File: config.mk
export PLATFORM = sky130hd
export DESIGN_NAME = sshift_unit
export DESIGN_NICKNAME = d
export VERILOG_FILES = /design/src/rtl/ss_pkg.sv /design/src/rtl/ss_sync.sv /design/src/rtl/ss_clkgen.sv /design/src/rtl/ss_shreg.sv /design/src/rtl/sshift_unit.sv
export SDC_FILE = /design/constraint.sdc
export NUM_CORES = 1
export LEC_CHECK = 0
export BUFFER_PORTS_ARGS = -buffer_cell sky130_fd_sc_hd__buf_2
export CELL_PAD_IN_SITES_DETAIL_PLACEMENT = 1
export CELL_PAD_IN_SITES_GLOBAL_PLACEMENT = 1
export CORE_AREA = 2 2 54 106
export DETAILED_ROUTE_END_ITERATION = 16
export DIE_AREA = 0 0 56 108
export PLACE_DENSITY = 0.73
export SLEW_MARGIN = 40
export SYNTH_ARGS = -nofsm -noshare
export SYNTH_HDL_FRONTEND = slang
export SYNTH_SLANG_ARGS = --single-unit
export TNS_END_PERCENT = 1
File: constraint.sdc
create_clock -name clk -period 1.5 [get_ports clk]
set_input_delay 0.075 -clock clk [delete_from_list [all_inputs] [get_ports clk]]
set_output_delay 0.075 -clock clk [all_outputs]
set_load 0.02 [all_outputs]
File: src/rtl/ss_pkg.sv
// Shared types for the serial shifter: configuration word and divider decode.
package ss_pkg;

    localparam int DIV_SEL_W = 2;

    // Configuration register contents.
    typedef struct packed {
        logic [DIV_SEL_W-1:0] div;
        logic                 msb_first;
        logic                 rise_sample;
        logic                 irq_en;
    } ss_cfg_t;

    // Half period minus one, in system cycles, for a rate code (3 aliases 2).
    function automatic int unsigned half_m1(input logic [DIV_SEL_W-1:0] code);
        case (code)
            2'd0:    return 0;
            2'd1:    return 1;
            default: return 3;
        endcase
    endfunction

endpackage

File: src/rtl/ss_sync.sv
// Multi-stage synchronizer for asynchronous pin inputs.
// Assumes: inputs are slow against clk; all bits share the same latency.
module ss_sync #(
    parameter int WIDTH  = 2,
    parameter int STAGES = 2
) (
    input  logic             clk,
    input  logic             rst_n,
    input  logic [WIDTH-1:0] d_i,
    output logic [WIDTH-1:0] q_o
);

    logic [WIDTH-1:0] stage_q [STAGES];

    for (genvar g = 0; g < STAGES; g++) begin : g_stage
        if (g == 0) begin : g_first
            // First flop captures the raw pins.
            always_ff @(posedge clk) begin
                if (!rst_n) stage_q[g] <= '0;
                else        stage_q[g] <= d_i;
            end
        end else begin : g_next
            // Later flops settle metastability.
            always_ff @(posedge clk) begin
                if (!rst_n) stage_q[g] <= '0;
                else        stage_q[g] <= stage_q[g-1];
            end
        end
    end

    assign q_o = stage_q[STAGES-1];

endmodule

File: src/rtl/ss_clkgen.sv
// Master shift clock generator: divides clk by 2, 4 or 8 while run_i is high.
// Assumes: CNT_W is wide enough for the largest half period (4 -> 2 bits).
// The clock idles low; restart_i forces it low and restarts the count.
module ss_clkgen #(
    parameter int CNT_W = 3
) (
    input  logic                        clk,
    input  logic                        rst_n,
    input  logic                        run_i,
    input  logic                        restart_i,
    input  logic [ss_pkg::DIV_SEL_W-1:0] div_i,
    output logic                        sclk_o,
    output logic                        rise_o,
    output logic                        fall_o
);

    logic [CNT_W-1:0] cnt_q;
    logic [CNT_W-1:0] limit;
    logic             sclk_q;
    logic             tick;

    // Decode the rate code into the terminal count.
    always_comb limit = CNT_W'(ss_pkg::half_m1(div_i));

    assign tick   = run_i && !restart_i && (cnt_q == limit);
    assign rise_o = tick && !sclk_q;
    assign fall_o = tick && sclk_q;
    assign sclk_o = sclk_q;

    // Half-period counter and clock toggle.
    always_ff @(posedge clk) begin
        if (!rst_n || restart_i || !run_i) begin
            cnt_q  <= '0;
            sclk_q <= 1'b0;
        end else if (tick) begin
            cnt_q  <= '0;
            sclk_q <= ~sclk_q;
        end else begin
            cnt_q  <= cnt_q + 1'b1;
        end
    end

    AST_RISE_SPACED: assert property (@(posedge clk) disable iff (!rst_n)
        rise_o |=> !rise_o);

endmodule

File: src/rtl/ss_shreg.sv
// Shift register, output bit flop and shift counter of the serial shifter.
// Assumes: sample_i and drive_i never coincide; count_i marks falling
// shift clock edges; load_i has priority over every event.
module ss_shreg #(
    parameter int W = 8
) (
    input  logic         clk,
    input  logic         rst_n,
    input  logic         load_i,
    input  logic [W-1:0] load_data_i,
    input  logic         msb_first_i,
    input  logic         sample_i,
    input  logic         drive_i,
    input  logic         count_i,
    input  logic         sdi_i,
    output logic [W-1:0] sr_o,
    output logic         sdo_o,
    output logic         done_o
);

    localparam int CNT_W = $clog2(W);

    logic [W-1:0]     sr_q;
    logic [CNT_W-1:0] cnt_q;
    logic             sdo_q;
    logic             next_out;
    logic             first_out;

    assign next_out  = msb_first_i ? sr_q[W-1] : sr_q[0];
    assign first_out = msb_first_i ? load_data_i[W-1] : load_data_i[0];
    assign done_o    = count_i && (cnt_q == CNT_W'(W-1));
    assign sr_o      = sr_q;
    assign sdo_o     = sdo_q;

    // Load, shift-in on sampling edges, drive out on the opposite edges.
    always_ff @(posedge clk) begin
        if (!rst_n) begin
            sr_q  <= '0;
            cnt_q <= '0;
            sdo_q <= 1'b0;
        end else if (load_i) begin
            sr_q  <= load_data_i;
            cnt_q <= '0;
            sdo_q <= first_out;
        end else begin
            if (sample_i)
                sr_q <= msb_first_i ? {sr_q[W-2:0], sdi_i} : {sdi_i, sr_q[W-1:1]};
            if (drive_i)
                sdo_q <= next_out;
            if (count_i)
                cnt_q <= cnt_q + 1'b1;
        end
    end

    AST_SDO_HOLD: assert property (@(posedge clk) disable iff (!rst_n)
        sample_i && !load_i |=> $stable(sdo_q));

endmodule

File: src/rtl/sshift_unit.sv
// Top of the configurable master/slave serial shifter.
// Holds the configuration, transmit and control registers, selects the
// master or slave shift clock, and raises the interrupt flag after 8 shifts.
// Assumes: in slave mode sclk_in idles low and runs at most at clk/4.
module sshift_unit #(
    parameter int DATA_W      = 8,
    parameter int SYNC_STAGES = 2,
    parameter int DIV_CNT_W   = 3
) (
    input  logic              clk,
    input  logic              rst_n,
    input  logic              cfg_we,
    input  logic [1:0]        cfg_div,
    input  logic              cfg_msb_first,
    input  logic              cfg_rise_sample,
    input  logic              cfg_irq_en,
    input  logic              data_we,
    input  logic [DATA_W-1:0] data_wr,
    input  logic              ctl_we,
    input  logic              ctl_start,
    input  logic              ctl_master,
    input  logic              ctl_status,
    input  logic              sclk_in,
    input  logic              sdi_in,
    output logic              sclk_out,
    output logic              sclk_oe,
    output logic              sdo_out,
    output logic              sdo_oe,
    output logic              rdy_out,
    output logic              rdy_oe,
    output logic              start_o,
    output logic [DATA_W-1:0] rx_data_o,
    output logic              irq_flag_o,
    output logic              irq_o
);

    import ss_pkg::*;

    ss_cfg_t           cfg_q;
    logic [DATA_W-1:0] data_q;
    logic              start_q, master_q, status_q, irq_q, drv_en_q;
    logic [1:0]        pins_s;
    logic              s_sclk_d;
    logic              s_rise, s_fall, m_rise, m_fall, m_sclk;
    logic              rise_ev, fall_ev, sample_ev, drive_ev;
    logic              sdi_sel, load, done_ev;

    // Configuration register.
    always_ff @(posedge clk) begin
        if (!rst_n)      cfg_q <= '0;
        else if (cfg_we) cfg_q <= '{div: cfg_div, msb_first: cfg_msb_first,
                                    rise_sample: cfg_rise_sample, irq_en: cfg_irq_en};
    end

    // Transmit byte register.
    always_ff @(posedge clk) begin
        if (!rst_n)       data_q <= '0;
        else if (data_we) data_q <= data_wr;
    end

    // Control register with self-clearing Start and the interrupt flag.
    always_ff @(posedge clk) begin
        if (!rst_n) begin
            start_q  <= 1'b0;
            master_q <= 1'b0;
            status_q <= 1'b0;
            irq_q    <= 1'b0;
            drv_en_q <= 1'b0;
        end else if (ctl_we) begin
            start_q  <= ctl_start;
            master_q <= ctl_master;
            status_q <= ctl_status;
            irq_q    <= 1'b0;
            drv_en_q <= 1'b1;
        end else if (done_ev) begin
            start_q  <= 1'b0;
            irq_q    <= 1'b1;
        end
    end

    ss_sync #(.WIDTH(2), .STAGES(SYNC_STAGES)) u_sync (
        .clk   (clk),
        .rst_n (rst_n),
        .d_i   ({sclk_in, sdi_in}),
        .q_o   (pins_s)
    );

    // Delayed copy of the synchronized slave clock for edge detection.
    always_ff @(posedge clk) begin
        if (!rst_n) s_sclk_d <= 1'b0;
        else        s_sclk_d <= pins_s[1];
    end

    assign s_rise = pins_s[1] && !s_sclk_d;
    assign s_fall = !pins_s[1] && s_sclk_d;

    ss_clkgen #(.CNT_W(DIV_CNT_W)) u_clkgen (
        .clk       (clk),
        .rst_n     (rst_n),
        .run_i     (start_q && master_q),
        .restart_i (load),
        .div_i     (cfg_q.div),
        .sclk_o    (m_sclk),
        .rise_o    (m_rise),
        .fall_o    (m_fall)
    );

    assign load      = ctl_we && ctl_start;
    assign rise_ev   = start_q && (master_q ? m_rise : s_rise);
    assign fall_ev   = start_q && (master_q ? m_fall : s_fall);
    assign sample_ev = cfg_q.rise_sample ? rise_ev : fall_ev;
    assign drive_ev  = cfg_q.rise_sample ? fall_ev : rise_ev;
    assign sdi_sel   = master_q ? sdi_in : pins_s[0];

    ss_shreg #(.W(DATA_W)) u_shreg (
        .clk         (clk),
        .rst_n       (rst_n),
        .load_i      (load),
        .load_data_i (data_q),
        .msb_first_i (cfg_q.msb_first),
        .sample_i    (sample_ev),
        .drive_i     (drive_ev),
        .count_i     (fall_ev),
        .sdi_i       (sdi_sel),
        .sr_o        (rx_data_o),
        .sdo_o       (sdo_out),
        .done_o      (done_ev)
    );

    assign sclk_out   = master_q && m_sclk;
    assign sclk_oe    = master_q;
    assign sdo_oe     = start_q;
    assign rdy_out    = start_q || status_q;
    assign rdy_oe     = drv_en_q;
    assign start_o    = start_q;
    assign irq_flag_o = irq_q;
    assign irq_o      = irq_q && cfg_q.irq_en;

    AST_SELF_CLEAR: assert property (@(posedge clk) disable iff (!rst_n)
        done_ev && !ctl_we |=> !start_q);
    AST_IRQ_SET: assert property (@(posedge clk) disable iff (!rst_n)
        done_ev && !ctl_we |=> irq_q);
    AST_IDLE_FROZEN: assert property (@(posedge clk) disable iff (!rst_n)
        !start_q && !ctl_we |=> $stable(rx_data_o));
    AST_IDLE_CLK_LOW: assert property (@(posedge clk) disable iff (!rst_n)
        !start_q && !$past(start_q) |-> !sclk_out);
    AST_RELOAD: assert property (@(posedge clk) disable iff (!rst_n)
        load |=> rx_data_o == $past(data_q));

endmodule

[Word level (Yosys, flattened, before mapping)]
Memories as Yosys holds them, arrays and structs flattened.
Index checks and enable logic that the tools add are counted.
Storage, ports and cells
  register bits: 35
  RAM bits: 4
  bits of input ports: 23
  output and inout port bits: 17
  word-level logic and storage cells: 74
  memories kept: 1
Memory list
  u_sync.stage_q: depth 2, bits a word 2, rd ports 2, clocked after Yosys merged registers in 0, write ports 2, RTL line ss_sync.sv:13  | logic [WIDTH-1:0] stage_q [STAGES];
Cells by class
  $add $sub $neg: 2
  equality and inequality tests: 3
  mux-type cells: 19
  bitwise operators: 4
  reduce and logical (&&, ||, !) cells: 29
Operators by type and width (number)
  two-way mux 8 bit: 3
  logical AND 1 bit: 13
  two-way mux 1 bit: 13
  adder 3 x 1 -> 3 bit (second input constant): 2
  logical NOT 1 bit: 6
  nonzero test 2 bit: 3
  OR reduction 2 bit: 3
  two-way mux 2 bit: 2
  case mux 2 bit (2 select lines): 1
  equality test 3 x 2 -> 1 bit: 1
  equality test 3 bit (second input constant): 1
  logical OR 1 bit: 3
  equality test 2 x 1 -> 1 bit (second input constant): 1
  logical NOT 2 bit: 1
  NOT 1 bit: 2
  OR 1 bit: 2

[Longest topological paths before layout]
  word-level depth: 10
  mapped depth: 7

[By module]
From an unflattened synthesis, not the netlist that was laid out.
Second synthesis, totals
  cells, all modules: 172
  area, all modules: 1820.5 µm²
Modules (own cells, without submodules)
  sshift_unit: instances 1, cells each 76, area each 807.0 µm²
  ss_shreg: instances 1, cells each 66, area each 700.7 µm²
  ss_clkgen: instances 1, cells each 22, area each 207.7 µm²
  ss_sync: instances 1, cells each 8, area each 105.1 µm²

[Worst setup path after synthesis]
No wires, ideal clock.
  path kind: reg2reg
  start: reg master_q (netlist: sclk_oe)
  end: reg u_shreg.sr_q[5] (netlist: u_shreg.sr_o[5])
  arrival time: 1.453 ns
  data required time: 1.384 ns
  slack: -0.069 ns
  stages on the path, launching flop included: 6
  period minus slack after synthesis: 1.569 ns
  path through: dfxtp_1 nand3_1 o211ai_4 buf_6 a21oi_2 a41o_1
Between the ends
  cells in the longest elaborated chain, start to end: 8
  elaborated cells between the ends (all ways): 11
RTL lines
  start, declared: RTL line sshift_unit.sv:41  | logic start_q, master_q, status_q, irq_q, drv_en_q;
  start signal, assigned: RTL line sshift_unit.sv:71  | master_q <= ctl_master;
  logical AND 1 bit: RTL line sshift_unit.sv:100  | .run_i (start_q && master_q),
  logical AND 1 bit (2 in a row): RTL line ss_clkgen.sv:25  | assign tick = run_i && !restart_i && (cnt_q == limit);
  logical AND 1 bit (on tied branches): RTL line ss_clkgen.sv:27, ss_clkgen.sv:26
  two-way mux 1 bit (on tied branches): RTL line sshift_unit.sv:110, sshift_unit.sv:109
  logical AND 1 bit (on tied branches): RTL line sshift_unit.sv:110, sshift_unit.sv:109
  two-way mux 1 bit *: RTL line sshift_unit.sv:111  | assign sample_ev = cfg_q.rise_sample ? rise_ev : fall_ev;
  nonzero test 2 bit (no line) *
  end signal, assigned: RTL line ss_shreg.sv:42  | sr_q <= load_data_i;
  end signal, assigned: RTL line ss_shreg.sv:47  | sr_q <= msb_first_i ? {sr_q[W-2:0], sdi_i} : {sdi_i, sr_q[W-1:1]};
  end, declared: RTL line ss_shreg.sv:23  | logic [W-1:0] sr_q;
Every way passes the cells marked *; elsewhere a longest branch is shown, timed or not.
A chain may end at the register's enable or synchronous reset.

[Worst setup path in the final report]
  start: reg u_clkgen.cnt_q[2]
  end: reg u_shreg.sr_q[6] (netlist: u_shreg.sr_o[6])
Between the ends
  cells in the longest elaborated chain, start to end: 7
  elaborated cells between the ends (all ways): 10
RTL lines
  start, declared: RTL line ss_clkgen.sv:17  | logic [CNT_W-1:0] cnt_q;
  start signal, assigned: RTL line ss_clkgen.sv:39  | cnt_q <= cnt_q + 1'b1;
  equality test 3 x 2 -> 1 bit *: RTL line ss_clkgen.sv:25
  logical AND 1 bit *: RTL line ss_clkgen.sv:25
  logical AND 1 bit (on tied branches): RTL line ss_clkgen.sv:27, ss_clkgen.sv:26
  two-way mux 1 bit (on tied branches): RTL line sshift_unit.sv:110, sshift_unit.sv:109
  logical AND 1 bit (on tied branches): RTL line sshift_unit.sv:110, sshift_unit.sv:109
  two-way mux 1 bit *: RTL line sshift_unit.sv:111
  nonzero test 2 bit (no line) *
Marked as above.

==> flow_summary_export.csv <==
group,metric,value,unit
worst_setup_path,cp_top_family,"compound AO/OA/AOI/OAI gates",
clock_tree,htree_levels,2,
yosys,ys_top_cells_by_area,"dfxtp_1 42%, mux2i_1 14%, nor2b_1 5.4%",
timing,fmax,0.649,GHz
floorplanning,start_util,36.0,%
yosys,syn_area,1870,µm²
detailed_routing,postRouteAntennaNets,0,
yosys,yosysSeqAreaShare,41.8,%
timing,finalHoldViolCount,0,
layout,layout.nets,266,
layout,final_util,44.8,%
worst_setup_path,crit_buf_inv,0,
yosys,synth_cell_types,37,
pwr,internal_power,1.51,mW
worst_setup_path,reg2reg_depth,4,
floorplanning,die_area,6050,µm²
worst_setup_path,critical_path_class,"flip-flop to flip-flop",
timing,finalCritPeriodShare,103,%
yosys,yosysTopAreaCellShare,41.8,%
detailed_routing,via_per_inst,5.29,
timing,finalSetupTns,-0.295,ns
yosys,avgSynthCellArea,9.83,µm²
yosys,synthArstFlopShare,0,%
clock_tree,cts_buffers,5,
timing,hold_ws,0.0410,ns
floorplanning,die_x,56,µm
clock_tree,cts_sinks,39,
yosys,yosysWarnings,0,
pwr,power_switching,0.533,mW
pwr,p_sw_share,26.0,%
clock_tree,cts_root_buf,"clkbuf_8",
yosys,synth_edf_count,0,
pwr,comb_power_share,14.2,%
yosys,synthesis.nets,216,
worst_hold_path,whs_path_depth,3,
yosys,synthFlopType,"dfxtp_1",
layout,seqCellArea,795,µm²
global_route,grt.overflow.total,0,
worst_hold_path,min_to,"status_q$_SDFFE_PN0P_",
layout,final_cell_area,2320,µm²
clock_tree,clkLatencyLatePin,0.29,ns
place,post-place-ws,-0.133,ns
worst_setup_path,rr_startpoint,"u_clkgen.cnt_q[2]$_SDFF_PP0_",
timing,setup_viol,10,
yosys,syn_inst,190,
worst_setup_path,cp.required,1.69,ns
worst_setup_path,critPathMaxFanout,8,
timing,timing.slew.headroom,71.2,%
worst_hold_path,min_from,"ctl_status",
worst_setup_path,rrSetupSlack,-0.04,ns
clock_tree,clockBufferDepth,2,
detailed_routing,routed_wl,4.79,mm
status,failed_checks,"setup timing",
detailed_routing,vias,1570,
clock_tree,postCtsSetupBuffers,0,
job,cap_violations,0,
clock_tree,cts_tree,"built",
floorplanning,ios,40,
timing,worst_pin_slew,0.431,ns
layout,num_antenna_cells,0,
global_route,grt_usage,17.1,%
timing,slew_viol_final,0,
detailed_routing,avgRoutedWirePerCell,16.1,µm
yosys,synth.most_common_cell,"dfxtp_1",
clock_tree,clk_pin_slew,0.07,ns
worst_setup_path,endpoint_kind,"flip-flop",
global_route,antenna_found_initial,0,
place,place_area,2160,µm²
status,outcome,"finished with violations",
yosys,synth_commonest_cells,"39 x dfxtp_1, 26 x mux2i_1, 23 x nand2_1",
detailed_routing,firstDrtPassIters,3,
place,routabilityCongestion,0.791,
worst_setup_path,start_kind,"flip-flop",
timing,setup_ws,-0.0404,ns
worst_setup_path,worst_ep_arrival_time,1.73,ns
worst_hold_path,hold_class,"primary input to flip-flop",
pwr,peakVddDrop,736,µV
worst_setup_path,path_cells,"and4b_1, a21oi_4, o21ai_2, a41o_1",
layout,drive_gt1_share,33.9,%
pwr,powerDensity,880,nW/µm²
layout,fill_cells,638,
layout,multi_input_area,1070,µm²
global_route,grt_first_pass_wirelength,7.84,mm
pwr,seqPwrFrac,53.9,%
floorplanning,core_area,5180,µm²
pwr,p_leak,1.05,nW
timing,clock_skew,0.00214,ns
worst_setup_path,cpPeakStageDelay,0.36,ns
detailed_routing,initialDrtViolationCount,24,
detailed_routing,drc,0,
global_route,grt_max_degree,22,
worst_setup_path,crit_slowest_cell,"dfxtp_2",
global_route,grt_pass1_vias,1616,
yosys,synth.ff_latch_count,39,
timing,finalCriticalPeriod,1.54,ns
timing,rsz0062_at_grt,"true",
floorplanning,rows,37,
place,dp_hpwl,3.42,mm
layout,synthToLayoutAreaGrowth,24.4,%
worst_setup_path,r2r_end,"u_shreg.sr_o[6]$_SDFFE_PN0P_",
place,port_buffers,39,
floorplanning,chipHeight,108,µm
yosys,synth_top_area_cell,"dfxtp_1",
pwr,pwr-share-clk,31.9,%
[stage by stage]
step	power, mW	cells
2_1_floorplan	1.31	190
3_3_place_gp	1.39	287
3_5_place_dp	1.40	287
4_1_cts	2.08	297
5_1_grt	2.15	297
6_report	2.05	297
[final cells by class]
| type | instances | area share [%] |
|---|---|---|
| clock buffers | 6 | 3.12 |
| well taps | 58 | 3.12 |
| repair buffers | 54 | 13.5 |
| multi-input cells | 139 | 46.0 |
| inverters | 1 | 0.161 |
| flip-flops and latches | 39 | 34.2 |
[worst max-delay path by stage]
stage,start,endpoint,slack (ns),depth (start not counted)
3_5_place_dp,u_clkgen.cnt_q[1]$_SDFF_PP0_,u_shreg.sr_o[1]$_SDFFE_PN0P_,-0.13,5
6_report,u_clkgen.cnt_q[2]$_SDFF_PP0_,u_shreg.sr_o[6]$_SDFFE_PN0P_,-0.04,4
2_1_floorplan,u_clkgen.cnt_q[2]$_SDFF_PP0_,u_shreg.sr_o[0]$_SDFFE_PN0P_,0.03,5
4_1_cts,u_clkgen.cnt_q[2]$_SDFF_PP0_,u_shreg.sdo_o$_SDFFE_PN0P_,-0.03,5
5_1_grt,u_clkgen.cnt_q[2]$_SDFF_PP0_,u_shreg.sdo_o$_SDFFE_PN0P_,-0.12,5
3_3_place_gp,u_clkgen.cnt_q[0]$_SDFF_PP0_,u_shreg.sr_o[7]$_SDFFE_PN0P_,-0.09,5
[sequential cells by signal, summed over array words and instances (netlist names)]
signal and count:
data_q 8, u_shreg.sr_o 8, cfg_q 5, u_sync.stage_q 4, u_clkgen.cnt_q 3, u_shreg.cnt_q 3
irq_flag_o 1, rdy_oe 1, s_sclk_d 1, sclk_oe 1, sdo_oe 1, status_q 1
u_clkgen.sclk_o 1, u_shreg.sdo_o 1
[timing repair]
item,4_1_cts,5_1_grt
cloned,2,0
endpoints found under the hold margin,2,0
resized for setup,8,6
pin swaps,7,1
hold buffers,2,0
endpoints found under the setup margin,11,14
[cell families after synthesis]
kind of cell / count (synthesis) / share of synthesized area [%]
AO/OA/AOI/OAI: 38 / 16.3
XOR/XNOR: 4 / 1.88
adder cells (fa/ha/maj): 3 / 2.01
buffers and inverters: 14 / 4.49
flip-flops: 39 / 41.8
multiplexers: 27 / 14.5
AND/OR/NAND/NOR: 65 / 19.0
[worst min-delay path, delay by kind of cell]
kind	cells	cell delay, ns
simple gates	1	0.09
buf+inv	1	0.07
mux	1	0.05
[layout by cell type, fill, tap and decap left out, types with 8 or more instances in the layout]
| cell | synthesis | routed |
|---|---|---|
| mux2i_1 | 26 | 26 |
| nor2b_1 | 16 | 16 |
| a41o_1 | 8 | 8 |
| a21oi_1 | 9 | 8 |
| buf_2 | 1 | 39 |
| and2_1 | 8 | 8 |
| buf_4 | 2 | 13 |
| nand2_1 | 23 | 23 |
| dfxtp_1 | 39 | 32 |
| o21ai_0 | 10 | 10 |
[layer usage]
metal / vias to the layer above / routed length [µm] / track usage [%]
met5: - / 0 / 0
met2: 26 / 2820 / 32.9
met1: 769 / 1730 / 16.9
met3: 7 / 142 / 3.95
met4: 0 / 92 / 7.14
li1: 768 / - / -
[power by group through the flow]
stage	clock network (mW)	registers, mW	logic [mW]
3_3_place_gp	0	1.12	0.267
4_1_cts	0.683	1.10	0.291
2_1_floorplan	0	1.13	0.178
6_report	0.652	1.10	0.292
3_5_place_dp	0	1.13	0.271
5_1_grt	0.726	1.11	0.320
No activity file was read; power rests on OpenSTA's default activity.
